## config.mk

```make
export PLATFORM = sky130hd
export DESIGN_NAME = hostbus_arbiter
export DESIGN_NICKNAME = d
export VERILOG_FILES = /design/src/rtl/arb_pkg.sv /design/src/rtl/arb_cfg_reg.sv /design/src/rtl/arb_pick.sv /design/src/rtl/hostbus_arbiter.sv
export SDC_FILE = /design/constraint.sdc
export NUM_CORES = 1
export LEC_CHECK = 0
export CAP_MARGIN = 30
export CORE_MARGIN = 1
export CORE_UTILIZATION = 44
export DETAILED_ROUTE_END_ITERATION = 6
export PLACE_DENSITY_LB_ADDON = 0.3
export SETUP_SLACK_MARGIN = 0.05
export SKIP_CTS_REPAIR_TIMING = 1
export SYNTH_ARGS = -nofsm -noshare
export SYNTH_HDL_FRONTEND = slang
export SYNTH_SLANG_ARGS = --single-unit
```

## constraint.sdc

```tcl
create_clock -name clk -period 4.1 [get_ports clk]
set_input_delay 1.23 -clock clk [delete_from_list [all_inputs] [get_ports clk]]
set_output_delay 1.23 -clock clk [all_outputs]
set_load 0.005 [all_outputs]
```

## src/rtl/arb_pkg.sv

```systemverilog
package arb_pkg;

    typedef enum logic {
        MODE_FIXED  = 1'b0,
        MODE_ROTATE = 1'b1
    } arb_mode_e;

endpackage

```

## src/rtl/arb_cfg_reg.sv

```systemverilog
module arb_cfg_reg
    import arb_pkg::*;
#(
    parameter int          DATA_W  = 32,
    parameter int          KEY_W   = 8,
    parameter logic [7:0]  KEY_VAL = 8'hA5
) (
    input  logic              clk,
    input  logic              rst_n,
    input  logic              we_i,
    input  logic [DATA_W-1:0] wdata_i,
    output arb_mode_e         mode_o,
    output logic [DATA_W-1:0] rdata_o
);

    localparam int KEY_LSB = DATA_W - KEY_W;

    arb_mode_e mode_d, mode_q;
    logic      key_ok;

    always_comb begin
        key_ok = (wdata_i[DATA_W-1:KEY_LSB] == KEY_VAL[KEY_W-1:0]);
        mode_d = mode_q;
        if (we_i && key_ok) begin
            mode_d = arb_mode_e'(wdata_i[0]);
        end
    end

    always_ff @(posedge clk or negedge rst_n) begin
        if (!rst_n) begin
            mode_q <= MODE_FIXED;
        end else begin
            mode_q <= mode_d;
        end
    end

    assign mode_o  = mode_q;
    assign rdata_o = {{(DATA_W-1){1'b0}}, mode_q};

    // a write without the key leaves the mode untouched
    a_r7_unkeyed_dropped: assert property (@(posedge clk) disable iff (!rst_n)
        (we_i && !key_ok) |=> (mode_q == $past(mode_q)));

    // a keyed write loads data bit 0
    a_r7_keyed_loads: assert property (@(posedge clk) disable iff (!rst_n)
        (we_i && key_ok) |=> (rdata_o[0] == $past(wdata_i[0])));

endmodule

```

## src/rtl/arb_pick.sv

```systemverilog
module arb_pick #(
    parameter int N     = 5,
    parameter int IDX_W = (N > 1) ? $clog2(N) : 1
) (
    input  logic [N-1:0]     req_i,
    input  logic [IDX_W-1:0] start_i,
    output logic             found_o,
    output logic [IDX_W-1:0] idx_o
);

    int pos;

    // Search from start_i upward with wrap; the nearest hit wins.
    always_comb begin
        found_o = 1'b0;
        idx_o   = '0;
        pos     = 0;
        for (int k = N - 1; k >= 0; k--) begin
            pos = int'(start_i) + k;
            if (pos >= N) begin
                pos = pos - N;
            end
            if (req_i[pos]) begin
                found_o = 1'b1;
                idx_o   = IDX_W'(pos);
            end
        end
    end

    // a hit is only reported for an active request
    always_comb begin
        if (found_o) begin
            a_r2_pick_active: assert (req_i[idx_o]);
        end
    end

endmodule

```

## src/rtl/hostbus_arbiter.sv

```systemverilog
module hostbus_arbiter
    import arb_pkg::*;
#(
    parameter int         NUM_REQ = 5,
    parameter int         DATA_W  = 32,
    parameter int         KEY_W   = 8,
    parameter logic [7:0] KEY_VAL = 8'hA5
) (
    input  logic               clk,
    input  logic               rst_n,
    input  logic               host_mode_i,
    input  logic [NUM_REQ-1:0] req_i,
    input  logic               access_done_i,
    input  logic               cfg_we_i,
    input  logic [DATA_W-1:0]  cfg_wdata_i,
    output logic [DATA_W-1:0]  cfg_rdata_o,
    output logic [NUM_REQ-1:0] gnt_o
);

    localparam int IDX_W = (NUM_REQ > 1) ? $clog2(NUM_REQ) : 1;
    localparam logic [IDX_W-1:0] LAST_IDX = IDX_W'(NUM_REQ - 1);

    typedef struct packed {
        logic [NUM_REQ-1:0] gnt;
        logic [IDX_W-1:0]   ptr;
    } arb_state_t;

    arb_state_t       s_d, s_q;
    arb_mode_e        mode;
    logic             arb_pt;
    logic             found;
    logic [IDX_W-1:0] win_idx;
    logic [IDX_W-1:0] start_idx;

    arb_cfg_reg #(
        .DATA_W  (DATA_W),
        .KEY_W   (KEY_W),
        .KEY_VAL (KEY_VAL)
    ) u_cfg (
        .clk     (clk),
        .rst_n   (rst_n),
        .we_i    (cfg_we_i),
        .wdata_i (cfg_wdata_i),
        .mode_o  (mode),
        .rdata_o (cfg_rdata_o)
    );

    assign start_idx = (mode == MODE_ROTATE) ? s_q.ptr : '0;

    arb_pick #(
        .N     (NUM_REQ),
        .IDX_W (IDX_W)
    ) u_pick (
        .req_i   (req_i),
        .start_i (start_idx),
        .found_o (found),
        .idx_o   (win_idx)
    );

    always_comb begin
        s_d    = s_q;
        arb_pt = (s_q.gnt == '0) || access_done_i;
        if (!host_mode_i) begin
            s_d.gnt = '0;
        end else if (arb_pt) begin
            if (found) begin
                s_d.gnt = {{(NUM_REQ-1){1'b0}}, 1'b1} << win_idx;
                if (mode == MODE_ROTATE) begin
                    s_d.ptr = (win_idx == LAST_IDX) ? '0 : win_idx + 1'b1;
                end
            end else begin
                s_d.gnt = '0;
            end
        end
    end

    always_ff @(posedge clk or negedge rst_n) begin
        if (!rst_n) begin
            s_q <= '0;
        end else begin
            s_q <= s_d;
        end
    end

    assign gnt_o = s_q.gnt;

    // never more than one grant
    a_r2_onehot: assert property (@(posedge clk) disable iff (!rst_n)
        $onehot0(gnt_o));

    // a grant issued at an arbitration point goes to a requester
    a_r2_grant_to_req: assert property (@(posedge clk) disable iff (!rst_n)
        (host_mode_i && arb_pt && (req_i != '0)) |=> ((gnt_o & $past(req_i)) != '0));

    // requester 0 wins in fixed mode
    a_r3_fixed_top: assert property (@(posedge clk) disable iff (!rst_n)
        (host_mode_i && arb_pt && mode == MODE_FIXED && req_i[0]) |=> gnt_o[0]);

    // grant held while an access is in flight
    a_r5_hold: assert property (@(posedge clk) disable iff (!rst_n)
        (host_mode_i && (gnt_o != '0) && !access_done_i) |=> (gnt_o == $past(gnt_o)));

    // nothing granted outside host operation
    a_r6_nohost: assert property (@(posedge clk) disable iff (!rst_n)
        !host_mode_i |=> (gnt_o == '0));

    // no requests at an arbitration point clears the grant
    a_r9_empty: assert property (@(posedge clk) disable iff (!rst_n)
        (host_mode_i && arb_pt && (req_i == '0)) |=> (gnt_o == '0));

endmodule

```

Word-level counts from Yosys, hierarchy flattened
Index checks and enable logic that the tools add are counted.

operators by class
  $add $sub $neg = 10
  magnitude comparators = 10
  equal/unequal tests = 3
  shifts and indexed selects = 1
  multiplexer cells = 37
  reduce and logical (&&, ||, !) cells = 4

operators by type and width
  cell                     count
  $lt A32 B5 Y1 const B    5
  $mux W32                 5
  $ge A32 B4 Y1 const B    4
  $sub A32 B4 Y32 const B  4
  $mux W3                  9
  $bmux W1 S3              5
  $mux W1                  15
  $mux W5                  2
  $add A3 B2 Y4 const B    2
  $eq A8 B8 Y1 const B     1
  $mux W8                  1
  $logic_not A5 Y1         1
  $shl A1 B3 Y5 const A    1
  $add A3 B1 Y4 const B    1
  $add A3 B3 Y4 const B    1
  $reduce_and A4 Y1        1
  $sub A3 B3 Y4 const B    1
  $add A3 B1 Y3 const B    1
  $eq A3 B3 Y1 const B     1
  $ge A3 B3 Y1 const B     1
  $ne A2 B1 Y1 const B     1
  $logic_and A1 B1 Y1      1
  $logic_or A1 B1 Y1       1

storage, ports and cells
  bits in registers = 9
  bits of input ports = 42
  output and inout bits = 37
  logic and storage cells = 68

Depth between registers and ports, before layout
  word-level depth = 18
  gate-level depth with buffers = 17
  mapped depth without buffers = 15

Cells and area by module
A second synthesis with hierarchy kept.

second synthesis, totals
  cells, all modules = 262
  area total of the unflattened synthesis = 2085.8 um2

modules (own cells, without submodules)
  module           times used  cells each  area an instance (um2)  sequential area each (um2)
  arb_pick         1           169         1231.2                  0.0
  hostbus_arbiter  1           55          541.8                   200.2
  arb_cfg_reg      1           38          312.8                   25.0

Worst setup path after synthesis
No wires, ideal clock.

  kind = reg-to-reg
  from = reg u_cfg.mode_q, in the netlist u_cfg.mode_o
  to = reg s_q (netlist bit gnt_o[4])
  setup time = 121 ps
  arrival time = 3590 ps
  setup slack = 389 ps
  stages on the path, launching flop included = 17
  buffers on the path = 3
  path through = dfrtp_1 > buf_6 > buf_2 > nand2_1 > ha_1 > buf_2 > and4b_1 > nor4_2 > a31oi_1 > and3b_1 > a41oi_1 > o211a_1 > o32ai_1 > inv_1 > ha_1 > and2_1 > a22o_2

between the ends
  longest elaborated chain between the ends = 16
  elaborated cells between the ends (all ways) = 49

RTL lines
  element                                                  line                            RTL
  start: declaration                                       arb_cfg_reg.sv:18               arb_mode_e mode_d, mode_q;
  start signal: assignment                                 arb_cfg_reg.sv:33               mode_q <= mode_d;
  $mux W3 *                                                hostbus_arbiter.sv:48           assign start_idx = (mode == MODE_ROTATE) ? s_q.ptr : '0;
  $add A3 B3 Y4                                            arb_pick.sv:19                  pos = int'(start_i) + k;
  $sub A32 B4 Y32 / $ge A32 B4 Y1 (equally long branches)  arb_pick.sv:21, arb_pick.sv:20
  $mux W32                                                 arb_pick.sv:20                  if (pos >= N) begin
  $bmux W1 S3                                              arb_pick.sv:23                  if (req_i[pos]) begin
  $mux W1 (not written as such) (2 in series)              arb_pick.sv:23
  $mux W3 (5 in series)                                    arb_pick.sv:23
  $shl A1 B3 Y5                                            hostbus_arbiter.sv:67           s_d.gnt = {{(NUM_REQ-1){1'b0}}, 1'b1} << win_idx;
  $mux W5 *                                                hostbus_arbiter.sv:66           if (found) begin
  $mux W8 *                                                hostbus_arbiter.sv:65           end else if (arb_pt) begin
  $mux W5 *                                                hostbus_arbiter.sv:63           if (!host_mode_i) begin
  end signal: assignment                                   hostbus_arbiter.sv:79           s_q <= '0;
  end signal: assignment                                   hostbus_arbiter.sv:81           s_q <= s_d;
  end: declaration                                         hostbus_arbiter.sv:28           arb_state_t s_d, s_q;

Every way passes the cells marked *; elsewhere a longest branch is shown, timed or not. The select of a mux whose other input is x is not followed.
A chain may end at the register's enable or synchronous reset.

Worst setup path after layout
  from = in req_i[3]
  to = reg s_q[2] (netlist name)

between the ends
  longest elaborated chain between the ends = 10
  elaborated cells between the ends (all ways) = 29

RTL lines
  element                                               line                   RTL
  start: declaration                                    hostbus_arbiter.sv:12  input logic [NUM_REQ-1:0] req_i,
  $bmux W1 S3                                           arb_pick.sv:23
  $mux W1 (not written as such) (2 in series)           arb_pick.sv:23
  $mux W3 (5 in series)                                 arb_pick.sv:23
  $add A3 B1 Y3 / $eq A3 B3 Y1 (equally long branches)  hostbus_arbiter.sv:69  s_d.ptr = (win_idx == LAST_IDX) ? '0 : win_idx + 1'b1;
  $mux W3                                               hostbus_arbiter.sv:69

Parallel ways exist; a longest one is shown, timed or not. The select of a mux whose other input is x is not followed.

==> results by group <==
Yosys
  • Synth unique cells: 72
  • Synth top area share: 0.1536
  • Ys flop type: dfrtp_1
  • Mapped Area: 1857 um2
  • Synth Register Bits: 9
  • Async set-or-reset flop fraction in the synthesized netlist: 1.000
  • Commonest cells post-synth: buf_4 (38), nand2_1 (16), ha_1 (12)
  • Leading area contributor after synthesis: buf_4
  • Synth top area cells: buf_4 (15%), dfrtp_1 (12%), ha_1 (8.1%)
  • Synth warn: 0
  • EDFF count, synth: 0
  • Most used standard cell by instance count after synthesis: buf_4
  • Cell count after synthesis: 225
  • Syn avg cell area: 8.252 um2
  • Post-synthesis sequential area ratio: 0.1213

Detailed routing
  • Final ANT Viol Nets: 0
  • Vias: 1703
  • Vias/cell: 5.494
  • Drt wl/cell: 13.78 um
  • DRT iter0 DRCs: 68
  • 1st-pass router iterations: 4
  • Final wirelength: 4272 um
  • Post-route DRC violation count: 0

STA
  • Slew margin rel.: 0.6617
  • Setup WS post-layout: 424.6 ps
  • Fmax: 272.1 MHz
  • Fin crit period: ~3700 ps
  • Setup violations, final: 0
  • Hold Vio Cnt, Final: 0
  • Least-Margin Pin Slew: 505.3 ps
  • Final cycle utilization of the critical path: 0.8965
  • Clock skew: 4.484 ps
  • Worst hold slack: roughly 530 ps
  • RSZ-0062 raised after global routing: false
  • Final max-slew violation count: 0

Worst hold path
  • Hold path endpoint: gnt_o[3]
  • Worst Hold Class: flop to flop
  • Hold_sp: gnt_o[3]
  • Hold Path Stages: 1

Die
  • Die area: 4484 um2
  • Chip width: 66.96 um
  • Chip height: 66.96 um
  • Rows: 23
  • Core ar.: between 4000 and 5000 um2
  • # IOs: 79
  • Initial Utilization: 0.4609

Worst setup path
  • Worst setup EP type: flop
  • Reg2reg setup slack: 480 ps
  • R2R depth: 16
  • Crit start category: input port
  • Crit-path cells: clkdlybuf4s50_1 -> o21ai_0 -> a211o_1 -> and3b_2 -> a41oi_1 -> o211a_1 -> o32ai_2 -> buf_4 -> ha_1 -> ha_1 -> a21oi_1 -> mux2_1
  • Setup Crit Path Kind: input port to flop
  • Required time worst endpoint: 4220 ps
  • Critical Path AT: 3790 ps
  • R2r endpoint: s_q[2]
  • CP dominant cell by count: ha_1
  • Crit-path max cell delay: 480 ps
  • Crit-path slowest cell: clkdlybuf4s50_1
  • Worst r2r src: u_cfg.mode_o
  • CP Max Fanout: 3

Placed design
  • Gpl congestion: 0.8327
  • Cells after DPL: 305
  • Port Buffer Count: 24
  • Pre-CTS WS: -96.24 ps
  • DP HPWL: 3471 um
  • DP Area: 2093 um2

Power
  • Pwr Total: 432.6 uW
  • Leakage: 0.001044 uW
  • Peak VDD IR: between 0.08 and 0.09 mV
  • P per Cell Area: 198.9 nW/um2

Clock network
  • Root Driver: clkbuf_8
  • Sink Count: 9
  • CTS max path bufs: 2
  • Worst-Skew Late Latency: between 200 and 250 ps
  • CTS clk-pin slew, worst paths: 50 ps
  • Htree depth: 1
  • CTS tree: built
  • Num CTS Buffers: 3

Global route
  • GRT Total Usage: 0.2041
  • Largest net degree at the start of global routing: 13
  • Vias in the first global route: 1540
  • Initial antenna violation count: 0
  • First-pass GRT wire length: 6996 um
  • Overflow after GRT: 0

Final layout
  • # nets final: 315
  • Layout Cells excl Fill: slightly above 300
  • Fillers: 406
  • Layout cells sized above 1: 0.2500
  • Antenna cells: 0
  • Area grow syn2layout: 17.12%
  • Design Area, Final: 2175 um2

Job
  • Max_cap viols: 0

Outcome
  • Status: completed
## cell families after synthesis
logic type               share of synthesized area
adder cells (fa/ha/maj)                    0.08086
buffers and inverters                       0.1995
XOR/XNOR                                  0.004718
other                                     0.002020
AND/OR/NAND/NOR                             0.2554
AO/OA/AOI/OAI                               0.2830
multiplexers                               0.05323
flip-flops                                  0.1213
## cells in the final DEF (no fill, tap or decap), types with 3 or more instances in the layout
cell,Yosys,layout
conb_1,1,31
clkdlybuf4s50_1,0,23
buf_4,38,20
nand2_1,16,16
ha_1,12,12
inv_1,10,10
dfrtp_1,9,9
nand3_1,7,7
nor2_1,7,7
a21oi_1,6,6
nand2b_1,6,6
o21ai_0,6,6
a21oi_2,4,4
and2_1,4,4
a22oi_1,4,4
nand4b_1,3,3
nand2_2,3,3
inv_2,3,3
a21boi_0,3,3
o211a_1,3,3
o211ai_1,3,3
mux2_2,3,3
a22o_1,3,3
clkbuf_8,0,3
## cell type report
class / count / area [um2] / share of cell area
inverter: 13 / 48.80 / 0.02244
clock inverter: 1 / 5.005 / 0.002301
clock buffer: 3 / 41.29 / 0.01899
timing repair buffer: 44 / 392.9 / 0.1807
sequential: 9 / 225.2 / 0.1036
tap: 50 / 62.56 / 0.02877
multi-input combinational: 190 / 1399 / 0.6433
## worst max-delay path: cells and delay by family
family                   cells  cell delay, ps
adder cells (fa/ha/maj)      2             460
multiplexers                 1             280
AND/OR/NAND/NOR              1             220
AO/OA/AOI/OAI                6             990
buffers and inverters        2             630
## power breakdown
part           leakage [uW]  internal (uW)  switching, uW  total [uW]
combinational      0.000896            111            109         220
clock             0.0000255           66.4           37.0         103
sequential         0.000122            100           8.82         109
## metrics by stage
step | utilization | TNS, ps
finish | 0.5398 | 0
global route | 0.5398 | 0
CTS | 0.5311 | 0
detailed placement | 0.5196 | -236.3
global placement | 0.5196 | -22.88
floorplan | - | 0
## flip-flops by register name, indices dropped and copies added, names as in the netlist
signal and flops:
gnt_o 5, s_q 3, u_cfg.mode_o 1
## worst max path at each step
stage / from / endpoint / slack, ps / cells past startpoint
6_report: req_i[3] / s_q[2] / 420 / 12
5_1_grt: u_cfg.mode_o / s_q[2] / 210 / 16
4_1_cts: req_i[1] / gnt_o[4] / 140 / 13
3_5_place_dp: req_i[1] / gnt_o[4] / -100 / 13
3_3_place_gp: req_i[1] / gnt_o[4] / -20 / 13
2_1_floorplan: u_cfg.mode_o / gnt_o[4] / 390 / 16
## routing by layer
layer / global-route usage / wire, um / up-vias
met2: 0.3864 / 2227 / 55
met4: 0.05585 / 38 / 0
met1: 0.2459 / 1820 / 796
li1: - / - / 848
met5: 0 / 0 / -
met3: 0.006849 / 185 / 4
(Power assumes the default switching activity.)
